`src/rtl/bus_arb_pkg.sv`:
```
package bus_arb_pkg;

  // Scheme selector, value is the encoding of mode_i
  typedef enum logic [1:0] {
    ARB_CHAIN = 2'd0,
    ARB_POLL  = 2'd1,
    ARB_INDEP = 2'd2,
    ARB_OFF   = 2'd3
  } arb_mode_e;

  typedef enum logic [1:0] {
    ST_IDLE = 2'd0,
    ST_POLL = 2'd1,
    ST_OWN  = 2'd2
  } arb_state_e;

endpackage

```
`src/rtl/bus_arb_chain.sv`:
```
// Token passes from index 0 upward and stops at the first requester.
module bus_arb_chain #(
  parameter int N  = 4,
  parameter int IW = 2
) (
  input  logic [N-1:0]  req_i,
  output logic          win_valid_o,
  output logic [IW-1:0] win_idx_o
);

  logic [N:0]   pass;
  logic [N-1:0] take;

  assign pass[0] = 1'b1;

  for (genvar g = 0; g < N; g++) begin : g_link
    assign take[g]   = pass[g] & req_i[g];
    assign pass[g+1] = pass[g] & ~req_i[g];
  end

  assign win_valid_o = ~pass[N];

  always_comb begin
    win_idx_o = '0;
    for (int k = 0; k < N; k++) begin
      if (take[k]) win_idx_o = IW'(k);
    end
  end

endmodule

```
`src/rtl/bus_arb_poll.sv`:
```
// Poll address counter with restart or resume start point.
module bus_arb_poll #(
  parameter int N  = 4,
  parameter int IW = 2
) (
  input  logic          clk,
  input  logic          rst_n,
  input  logic          start_i,
  input  logic          resume_i,
  input  logic          step_i,
  input  logic          won_i,
  output logic [IW-1:0] addr_o
);

  logic [IW-1:0] cnt_q;
  logic [IW-1:0] last_q;

  function automatic logic [IW-1:0] wrap_inc(input logic [IW-1:0] v);
    if (v == IW'(N-1)) return '0;
    return v + IW'(1);
  endfunction

  always_ff @(posedge clk or negedge rst_n) begin
    if (!rst_n) begin
      cnt_q  <= '0;
      last_q <= '0;
    end else begin
      if (start_i) cnt_q <= resume_i ? wrap_inc(last_q) : '0;
      else if (step_i) cnt_q <= wrap_inc(cnt_q);
      if (won_i) last_q <= cnt_q;
    end
  end

  assign addr_o = cnt_q;

endmodule

```
`src/rtl/bus_arb_prio.sv`:
```
// Programmable priority table (slot 0 highest) and winner pick.
module bus_arb_prio #(
  parameter int N  = 4,
  parameter int IW = 2
) (
  input  logic          clk,
  input  logic          rst_n,
  input  logic          we_i,
  input  logic [IW-1:0] slot_i,
  input  logic [IW-1:0] idx_i,
  input  logic [N-1:0]  req_i,
  output logic          win_valid_o,
  output logic [IW-1:0] win_idx_o,
  output logic [N*IW-1:0] order_flat_o
);

  logic [IW-1:0] order_q [N];
  logic          wr_ok;

  assign wr_ok = we_i && (int'(slot_i) < N) && (int'(idx_i) < N);

  always_ff @(posedge clk or negedge rst_n) begin
    if (!rst_n) begin
      for (int k = 0; k < N; k++) order_q[k] <= IW'(k);
    end else if (wr_ok) begin
      for (int k = 0; k < N; k++) begin
        if (IW'(k) == slot_i) order_q[k] <= idx_i;
        else if (order_q[k] == idx_i) order_q[k] <= order_q[slot_i];
      end
    end
  end

  always_comb begin
    win_valid_o = 1'b0;
    win_idx_o   = '0;
    for (int k = N-1; k >= 0; k--) begin
      if (req_i[order_q[k]]) begin
        win_valid_o = 1'b1;
        win_idx_o   = order_q[k];
      end
    end
  end

  for (genvar g = 0; g < N; g++) begin : g_flat
    assign order_flat_o[g*IW +: IW] = order_q[g];
  end

endmodule

```
`src/rtl/bus_arb_top.sv`:
```
module bus_arb_top
  import bus_arb_pkg::*;
#(
  parameter  int N  = 4,
  localparam int IW = (N > 1) ? $clog2(N) : 1
) (
  input  logic          clk,
  input  logic          rst_n,
  input  logic [1:0]    mode_i,
  input  logic          poll_resume_i,
  input  logic [N-1:0]  req_i,
  input  logic          busy_i,
  output logic [N-1:0]  grant_o,
  output logic          poll_active_o,
  output logic [IW-1:0] poll_addr_o,
  input  logic          prio_we_i,
  input  logic [IW-1:0] prio_slot_i,
  input  logic [IW-1:0] prio_idx_i
);

  arb_mode_e  mode;
  arb_state_e state_q;
  logic [IW-1:0] owner_q;
  logic [N-1:0]  grant_q;
  logic          seen_busy_q;

  logic          chain_valid, prio_valid;
  logic [IW-1:0] chain_idx, prio_idx, sel_idx, poll_addr;
  logic [N*IW-1:0] order_flat;

  // named events
  logic any_req, arb_start, direct_win, poll_start, poll_hit, poll_step, poll_empty, release_evt;

  function automatic logic [N-1:0] to_onehot(input logic [IW-1:0] i);
    logic [N-1:0] v;
    v    = '0;
    v[i] = 1'b1;
    return v;
  endfunction

  assign mode = arb_mode_e'(mode_i);

  bus_arb_chain #(.N(N), .IW(IW)) u_chain (
    .req_i(req_i), .win_valid_o(chain_valid), .win_idx_o(chain_idx)
  );

  bus_arb_prio #(.N(N), .IW(IW)) u_prio (
    .clk(clk), .rst_n(rst_n), .we_i(prio_we_i), .slot_i(prio_slot_i),
    .idx_i(prio_idx_i), .req_i(req_i), .win_valid_o(prio_valid),
    .win_idx_o(prio_idx), .order_flat_o(order_flat)
  );

  bus_arb_poll #(.N(N), .IW(IW)) u_poll (
    .clk(clk), .rst_n(rst_n), .start_i(poll_start), .resume_i(poll_resume_i),
    .step_i(poll_step), .won_i(poll_hit), .addr_o(poll_addr)
  );

  assign any_req    = |req_i;
  assign arb_start  = (state_q == ST_IDLE) && !busy_i && any_req && (mode != ARB_OFF);
  assign sel_idx    = (mode == ARB_CHAIN) ? chain_idx : prio_idx;
  assign direct_win = arb_start &&
                      (((mode == ARB_CHAIN) && chain_valid) || ((mode == ARB_INDEP) && prio_valid));
  assign poll_start = arb_start && (mode == ARB_POLL);
  assign poll_hit   = (state_q == ST_POLL) && req_i[poll_addr];
  assign poll_empty = (state_q == ST_POLL) && !any_req;
  assign poll_step  = (state_q == ST_POLL) && any_req && !req_i[poll_addr];
  assign release_evt = (state_q == ST_OWN) && !busy_i && (seen_busy_q || !req_i[owner_q]);

  always_ff @(posedge clk or negedge rst_n) begin
    if (!rst_n) begin
      state_q     <= ST_IDLE;
      owner_q     <= '0;
      grant_q     <= '0;
      seen_busy_q <= 1'b0;
    end else begin
      unique case (state_q)
        ST_IDLE: begin
          if (direct_win) begin
            state_q <= ST_OWN;
            owner_q <= sel_idx;
            grant_q <= to_onehot(sel_idx);
          end else if (poll_start) begin
            state_q <= ST_POLL;
          end
        end
        ST_POLL: begin
          if (poll_hit) begin
            state_q <= ST_OWN;
            owner_q <= poll_addr;
            grant_q <= to_onehot(poll_addr);
          end else if (poll_empty) begin
            state_q <= ST_IDLE;
          end
        end
        ST_OWN: begin
          if (busy_i) seen_busy_q <= 1'b1;
          if (release_evt) begin
            state_q     <= ST_IDLE;
            grant_q     <= '0;
            seen_busy_q <= 1'b0;
          end
        end
        default: state_q <= ST_IDLE;
      endcase
    end
  end

  assign grant_o       = grant_q;
  assign poll_active_o = (state_q == ST_POLL);
  assign poll_addr_o   = poll_addr;

endmodule

```
`config.mk`:
```
export PLATFORM = sky130hd
export DESIGN_NAME = bus_arb_top
export DESIGN_NICKNAME = d
export VERILOG_FILES = /design/src/rtl/bus_arb_pkg.sv /design/src/rtl/bus_arb_chain.sv /design/src/rtl/bus_arb_poll.sv /design/src/rtl/bus_arb_prio.sv /design/src/rtl/bus_arb_top.sv
export SDC_FILE = /design/constraint.sdc
export NUM_CORES = 1
export LEC_CHECK = 0
export BUFFER_PORTS_ARGS = -buffer_cell sky130_fd_sc_hd__buf_2
export CAP_MARGIN = 15
export CORE_UTILIZATION = 30
export DETAILED_ROUTE_END_ITERATION = 12
export GPL_TIMING_DRIVEN = 1
export PLACE_DENSITY = 0.52
export SLEW_MARGIN = 20
export SYNTH_ARGS = -nofsm -noshare
export SYNTH_HDL_FRONTEND = slang
export SYNTH_SLANG_ARGS = --single-unit
```
`constraint.sdc`:
```
create_clock -name clk -period 3.4 [get_ports clk]
set_clock_uncertainty 0.1 [all_clocks]
set_input_delay 0.51 -clock clk [delete_from_list [all_inputs] [get_ports clk]]
set_output_delay 0.51 -clock clk [all_outputs]
set_load 0.02 [all_outputs]
```
==> results of run 1 <==
[metrics by stage]
step	hold WS, ns	utilization (%)	total power [mW]	std cells
3_5_place_dp	0.388	34.2	1.44	280
5_1_grt	0.143	35.0	1.76	284
3_3_place_gp	0.381	34.2	1.44	280
4_1_cts	0.126	35.0	1.63	284
6_report	0.106	35.0	1.61	284
2_1_floorplan	0.114	-	1.24	202
[cell families (layout without fill, tap and decap cells)]
logic type | after synthesis | in the layout | synth area share (%)
fa+ha+maj | 9 | 9 | 6.20
compound gates | 53 | 53 | 19.7
xor+xnor | 8 | 8 | 3.86
flops | 21 | 21 | 29.2
simple gates | 63 | 63 | 17.5
buf+inv | 25 | 35 | 6.06
mux | 23 | 23 | 17.5
[registers in the layout, indices dropped and copies added, names as in the netlist]
signal	flops
u_poll.addr_o	2
u_prio.order_flat_o	8
grant_o	4
u_poll.last_q	2
seen_busy_q	1
state_q	2
owner_q	2
[cell usage after synthesis (5+ instances only)]
cell type and n:
nand2_1 22, dfrtp_1 17, o21ai_0 17, nor2_1 12, mux2i_1 10, a21oi_1 9, clkbuf_1 9, ha_1 9
inv_1 9, nand2b_1 8, xor2_1 8, nand3_1 7, mux2_2 6, mux4_2 6, a31oi_1 5, nor2b_1 5
[area by class of cell]
class / count / area (sq um)
Fill cell: 613 / 3690
Tap cell: 72 / 90.1
Multi-Input combinational cell: 156 / 1180
Timing Repair Buffer: 22 / 113
Clock buffer: 4 / 45.0
Inverter: 9 / 33.8
Sequential cell: 21 / 531
[layer usage]
metal	share of wire, %	wire length (um)	track usage (%)	up-vias
li1	-	-	-	739
met1	49	2060	19.7	696
met2	47	1940	23.1	23
met3	3.6	148	3.20	2
met4	0.55	23	2.14	0
met5	0	0	0	-
[how the worst max path moves through the flow]
stage,startpoint,end,slack (ns),cells after the start
after floorplan,u_prio.order_flat_o[2],owner_q[1],0.74,7
after global placement,req_i[3],owner_q[1],0.74,7
after detailed placement,req_i[3],owner_q[1],0.72,7
after CTS,state_q[0],grant_o[0],0.79,7
after global routing,state_q[1],grant_o[0],0.63,7
final,state_q[0],grant_o[0],0.80,7
[placed cells by master, fill, tap and decap left out, types with 2 or more instances in the layout]
cell and instances:
dfstp_2 4, clkbuf_8 3, o21ai_0 17, nor2_1 12, o21a_1 2, nand2b_1 8
nand3_1 7, mux2i_1 10, nand2_1 22, mux4_2 6, nor4b_1 2, a31oi_1 5
a22o_1 2, inv_1 9, ha_1 9, mux2_2 6, buf_2 21, o22ai_1 3
nor2b_1 5, a211oi_1 4, xor2_1 8, o22a_1 2, a21o_1 3, a21oi_1 9
dfrtp_1 17
[critical path, delay by kind of cell (launching register included)]
family,cells,cell delay (ns)
DFF,1,0.43
AOI/OAI and AO/OA,3,0.97
buffers and inverters,1,0.10
and+or+nand+nor,2,0.59
adders and majority gates,1,0.31
[power by group]
group          switching [mW]  internal [mW]  leakage, nW  total (mW)
Combinational           0.449          0.421        0.589       0.870
Clock                  0.0866         0.0836       0.0228       0.170
Sequential              0.182          0.384        0.255       0.566
Total                   0.718          0.889        0.867        1.61
==> flow_summary.yaml, run 1 <==
placed_design:
  placed_area_sq_um: 1940
  dp_slack_ns: 0.716
  io_buffers: 21
  hpwl_mm: 3.03
  place_congestion: 0.824
worst_setup_path:
  endpoint_kind: "flop"
  rr_worst_depth: 7
  cp.arrival_ns: 2.65
  crit_path_top_delay_cell: "a2111oi_4"
  r2r_end: "grant_o[0]"
  crit_path_start_kind: "flop"
  path_max_fanout: 8
  regToRegSetupSlack_ns: 0.80
  worst-setup-path-type: "reg2reg"
  path_cells: "inv_1 -> ha_1 -> nor4b_1 -> o21ai_4 -> a2111oi_4 -> nand2_1 -> o22a_1"
  cp.required_ns: 3.45
  r2r_start: "state_q[0]"
  critPathMaxStageDelay_ns: 0.61
status:
  status: "finished clean"
grt:
  grt_max_degree: 22
  grt_pass1_wl_mm: 7.12
  antenna_found_initial: 0
  track_usage_pct: 14.3
  grt_pass1_vias: 1413
  grt_overflow: 0
synthesis:
  syn_area_sq_um: 1820
  synth_edf_count: 0
  netlist.area_leader.share_pct: 23.4
  ys_ff_latch: 21
  postSynthAreaPerCell_sq_um: 8.99
  synthCells: 202
  yosys.area.top_type: "dfrtp_1"
  yosysWarnings: 0
  synthFlopType: "dfrtp_1"
  async_reset_ff_share_pct: 100
  syn_nets: 226
  synth_cell_types: 42
  seq_area_frac_synth_pct: 29.2
  synthTopCellsByArea: "dfrtp_1 23%, mux4_2 7.4%, ha_1 6.2%, dfstp_2 5.8%, mux2i_1 5.5%"
clocking:
  cts_sinks: 21
  cts_max_level: 1
  cts-buffers-inserted: 3
  cts_root_buffer: "clkbuf_8"
  cts_hold_buf: 0
  clkTransAtPathRegs_ns: 0.09
  clk_latency_ns: 0.26
  cts-resized-gates: 0
  cts_tree: "built"
  cts_setup_buffers: 0
  cts.path.max_buffers: 2
detailed_routing:
  drc: 0
  num_vias: 1460
  viasPerCell: 5.14
  drt_iter0_drc: 84
  firstDrtPassIters: 4
  wire_per_inst_um: 14.7
  antenna_left: 0
  drt-total-wl_mm: 4.17
die:
  die_area_sq_um: 6370
  die_x_um: 79.8
  core_area_sq_um: 5680
  die_h_um: 79.8
  pin_count: 22
  start_util_pct: 32.0
  rows: 27
layout:
  drive_above_1_share_pct: 22.6
  fin_area_sq_um: 1990
  nets: 237
  insertedDiodeCount: 0
  syn_to_final_growth_pct: 9.44
timing:
  slew-limit-headroom_pct: 64.2
  setup_tns_ns: 0
  rsz0062_at_grt: "no"
  final_max_slew_viol_count: 0
  min_period_over_period_pct: 76.3
  finalHoldViolations: 0
  worst_slack_ns: 0.804
  fmax_ghz: 0.385
  min_period_ns: 2.60
  max_slew.worst_pin.slew_ns: 0.537
  setup_viol: 0
power_and_ir_drop:
  p_leak_nw: 0.867
  ir_worst_vdd_mv: 0.418
  power_density_nw_per_um2: 808
job:
  cap_violations: 0
hold_path:
  holdCritPathClass: "in2async"
No activity file was read; power rests on OpenSTA's default activity.
==> run 2, diff against run 1 <==
- ABC_AREA: unset -> 1
- clock period: 3.4 -> 2.4 ns (I/O delays scaled with it)
==> run 2 against run 1 <==
Compared with the run above:
- combinational power increased by 84%
- sequential power is 31% higher
- final area grew 2.6%
- clock-buffer cell count fell by 1
- final cell count grew 29%
- hold slack improved by 0.14 ns
- wire length increased by 5.9%
- area after synthesis is 0.14% lower
- first-iteration DRC count grew 40%
- clock power rose by 43%
- largest cell class unchanged
==> flow_summary.yaml, run 2 <==
status:
  status: "finished clean"
synthesis:
  synthSimpleGateAreaFrac_pct: 34.1
  syn_nets: 296
  synthMuxAreaShare_pct: 0
  synthTopCellsByArea: "dfrtp_1 23%, nand2_1 17%, inv_1 7.2%, ha_1 6.2%, dfstp_2 5.8%"
  synthAdderAreaFrac_pct: 6.21
  synth_edf_count: 0
  synth_cell_types: 34
  synth_xor_area_share_pct: 2.90
  synthCells: 272
  ys_ff_latch: 21
  synth_top_family_by_area: "simple AND/OR/NAND/NOR gates"
  yosysMostFrequentCell: "nand2_1"
  seq_area_frac_synth_pct: 29.2
  synthFlopType: "dfrtp_1"
  netlist.area_leader.share_pct: 23.4
  syn_area_sq_um: 1810
  synth_compound_area_share_pct: 16.8
  yosysWarnings: 0
  yosys.area.top_type: "dfrtp_1"
  postSynthAreaPerCell_sq_um: 6.67
  yosys-top-cells-count: "80 x nand2_1, 35 x inv_1, 23 x nor2_1, 19 x nand3_1, 17 x dfrtp_1"
  async_reset_ff_share_pct: 100
detailed_routing:
  drt-total-wl_mm: 4.41
  viasPerCell: 4.59
  firstDrtPassIters: 4
  drc: 0
  wire_per_inst_um: 12.1
  antenna_left: 0
  num_vias: 1681
  drt_iter0_drc: 118
power_and_ir_drop:
  ir_worst_vdd_mv: 0.414
  power_density_nw_per_um2: 1270
  p_leak_nw: 1.07
layout:
  postLayoutCoreUtil_pct: 35.9
  fin_area_sq_um: 2040
  insertedDiodeCount: 0
  final_common_cell: "nand2_1"
  fillers: 638
  layout_common_cells: "80 x nand2_1, 35 x inv_1, 23 x nor2_1, 21 x buf_2, 19 x nand3_1"
  nets: 319
  syn_to_final_growth_pct: 12.4
  largest_reg_flops: 8
  drive_above_1_share_pct: 18.4
timing:
  min_period_over_period_pct: 76.1
  setup_viol: 0
  slew-limit-headroom_pct: 65.6
  final_max_slew_viol_count: 0
  min_period_ns: 1.83
  rsz0062_at_grt: "no"
  finalHoldViolations: 0
  max_slew.worst_pin.slew_ns: 0.516
  worst_slack_ns: 0.573
  fmax_ghz: 0.547
  setup_tns_ns: 0
clocking:
  clkTransAtPathRegs_ns: 0.09
  cts_sinks: 21
  cts-buffers-inserted: 3
  cts.path.max_buffers: 2
  clk_latency_ns: 0.27
  cts_tree: "built"
  cts_root_buffer: "clkbuf_8"
  cts-resized-gates: 0
  cts_max_level: 1
die:
  rows: 27
  core_area_sq_um: 5680
  die_h_um: 79.8
  die_area_sq_um: 6360
  die_x_um: 79.8
  start_util_pct: 32.0
  pin_count: 22
worst_setup_path:
  crit_buf_inv: 2
  worst-setup-path-type: "reg2reg"
  crit_path_top_delay_cell: "dfrtp_1"
  r2r_start: "state_q[0]"
  regToRegSetupSlack_ns: 0.57
  path_max_fanout: 6
  rr_worst_depth: 11
  cp_num_cells: 11
  crit_path_start_kind: "flop"
  r2r_end: "owner_q[0]"
  endpoint_kind: "flop"
  cp.required_ns: 2.47
  cp.arrival_ns: 1.89
  critPathMaxStageDelay_ns: 0.43
  crit_path_end: "owner_q[0]"
  path_cells: "inv_1 -> ha_1 -> nand4_1 -> nor2_1 -> nand2_2 -> nand2_4 -> nand2_2 -> nor2_4 -> inv_2 -> nand2_1 -> nand2_1"
  startpoint: "state_q[0]"
  critical_path.top_delay_family: "simple AND/OR/NAND/NOR gates"
placed_design:
  hpwl_mm: 3.44
  placed_area_sq_um: 1980
  io_buffers: 21
  place_congestion: 0.834
  dp_slack_ns: 0.577
grt:
  track_usage_pct: 15.5
  grt_overflow: 0
  antenna_found_initial: 0
  grt_max_degree: 22
  grt_pass1_wl_mm: 7.56
  grt_pass1_vias: 1544
hold_path:
  holdCritPathClass: "in2reg"
job:
  cap_violations: 0
-- run 2: cell types whose count changed after synthesis, moves of 8 or more --
cell      delta
clkbuf_1     -9
inv_1       +26
inv_2       +10
mux2i_1     -10
nand2_1     +58
nand2b_1     -8
nand3_1     +12
nor2_1      +11
-- run 2: worst min-delay path, stage by stage --
cell and delay (ns):
buf_2 0.10, nand2_1 0.06, o21ai_0 0.06
-- run 2: cells by family after synthesis --
logic type	count (synthesis)
AOI/OAI and AO/OA	49
xor gates and xnor gates	6
adders and majority gates	9
buffers and inverters	49
DFF	21
and+or+nand+nor	138
-- run 2: timing repair --
item	CTS	global route
setup endpoints to repair	0	0
hold endpoints to repair	17	0
hold buffers	1	0
buffers inserted	0	0
-- run 2: where the power goes --
group          switching [mW]  total, mW  internal [mW]
registers               0.184      0.740          0.556
clock network           0.128      0.243          0.116
logic                    1.02       1.60          0.587
-- run 2: stage by stage --
| step | power (mW) | std cells | hold slack (ns) |
|---|---|---|---|
| 2_1_floorplan | 2.00 | 272 | -0.0356 |
| 3_3_place_gp | 2.37 | 361 | 0.268 |
| 3_5_place_dp | 2.36 | 361 | 0.273 |
| 4_1_cts | 2.62 | 366 | 0.236 |
| 5_1_grt | 2.89 | 366 | 0.275 |
| 6_report | 2.59 | 366 | 0.242 |
-- run 2: cell type report --
| cell class | count | area (sq um) | share of cell area, % |
|---|---|---|---|
| sequential | 21 | 531 | 26.0 |
| clock buffer | 3 | 41.3 | 2.02 |
| inverter | 45 | 169 | 8.28 |
| clock inverter | 1 | 5.00 | 0.245 |
| multi-input combinational | 202 | 1090 | 53.4 |
| tap | 72 | 90.1 | 4.42 |
| timing repair buffer | 22 | 115 | 5.64 |
-- run 2: how the worst min path moves through the flow --
stage | startpoint | to | slack (ns) | cells after the start
2_1_floorplan | rst_n | grant_o[0] | -0.04 | 0
3_3_place_gp | rst_n | u_prio.order_flat_o[3] | 0.27 | 1
3_5_place_dp | rst_n | u_prio.order_flat_o[3] | 0.27 | 1
4_1_cts | busy_i | seen_busy_q | 0.24 | 3
5_1_grt | poll_resume_i | u_poll.addr_o[1] | 0.27 | 3
6_report | busy_i | seen_busy_q | 0.24 | 3
-- run 2: metal layers --
metal	share of wire, %	wire length, um	global-route usage, %	vias to the layer above
met5	0	0	0	-
met4	0.86	38	4.82	0
met3	3.7	162	1.94	2
met2	40	1770	22.4	27
met1	55	2440	23.4	735
li1	-	-	-	917
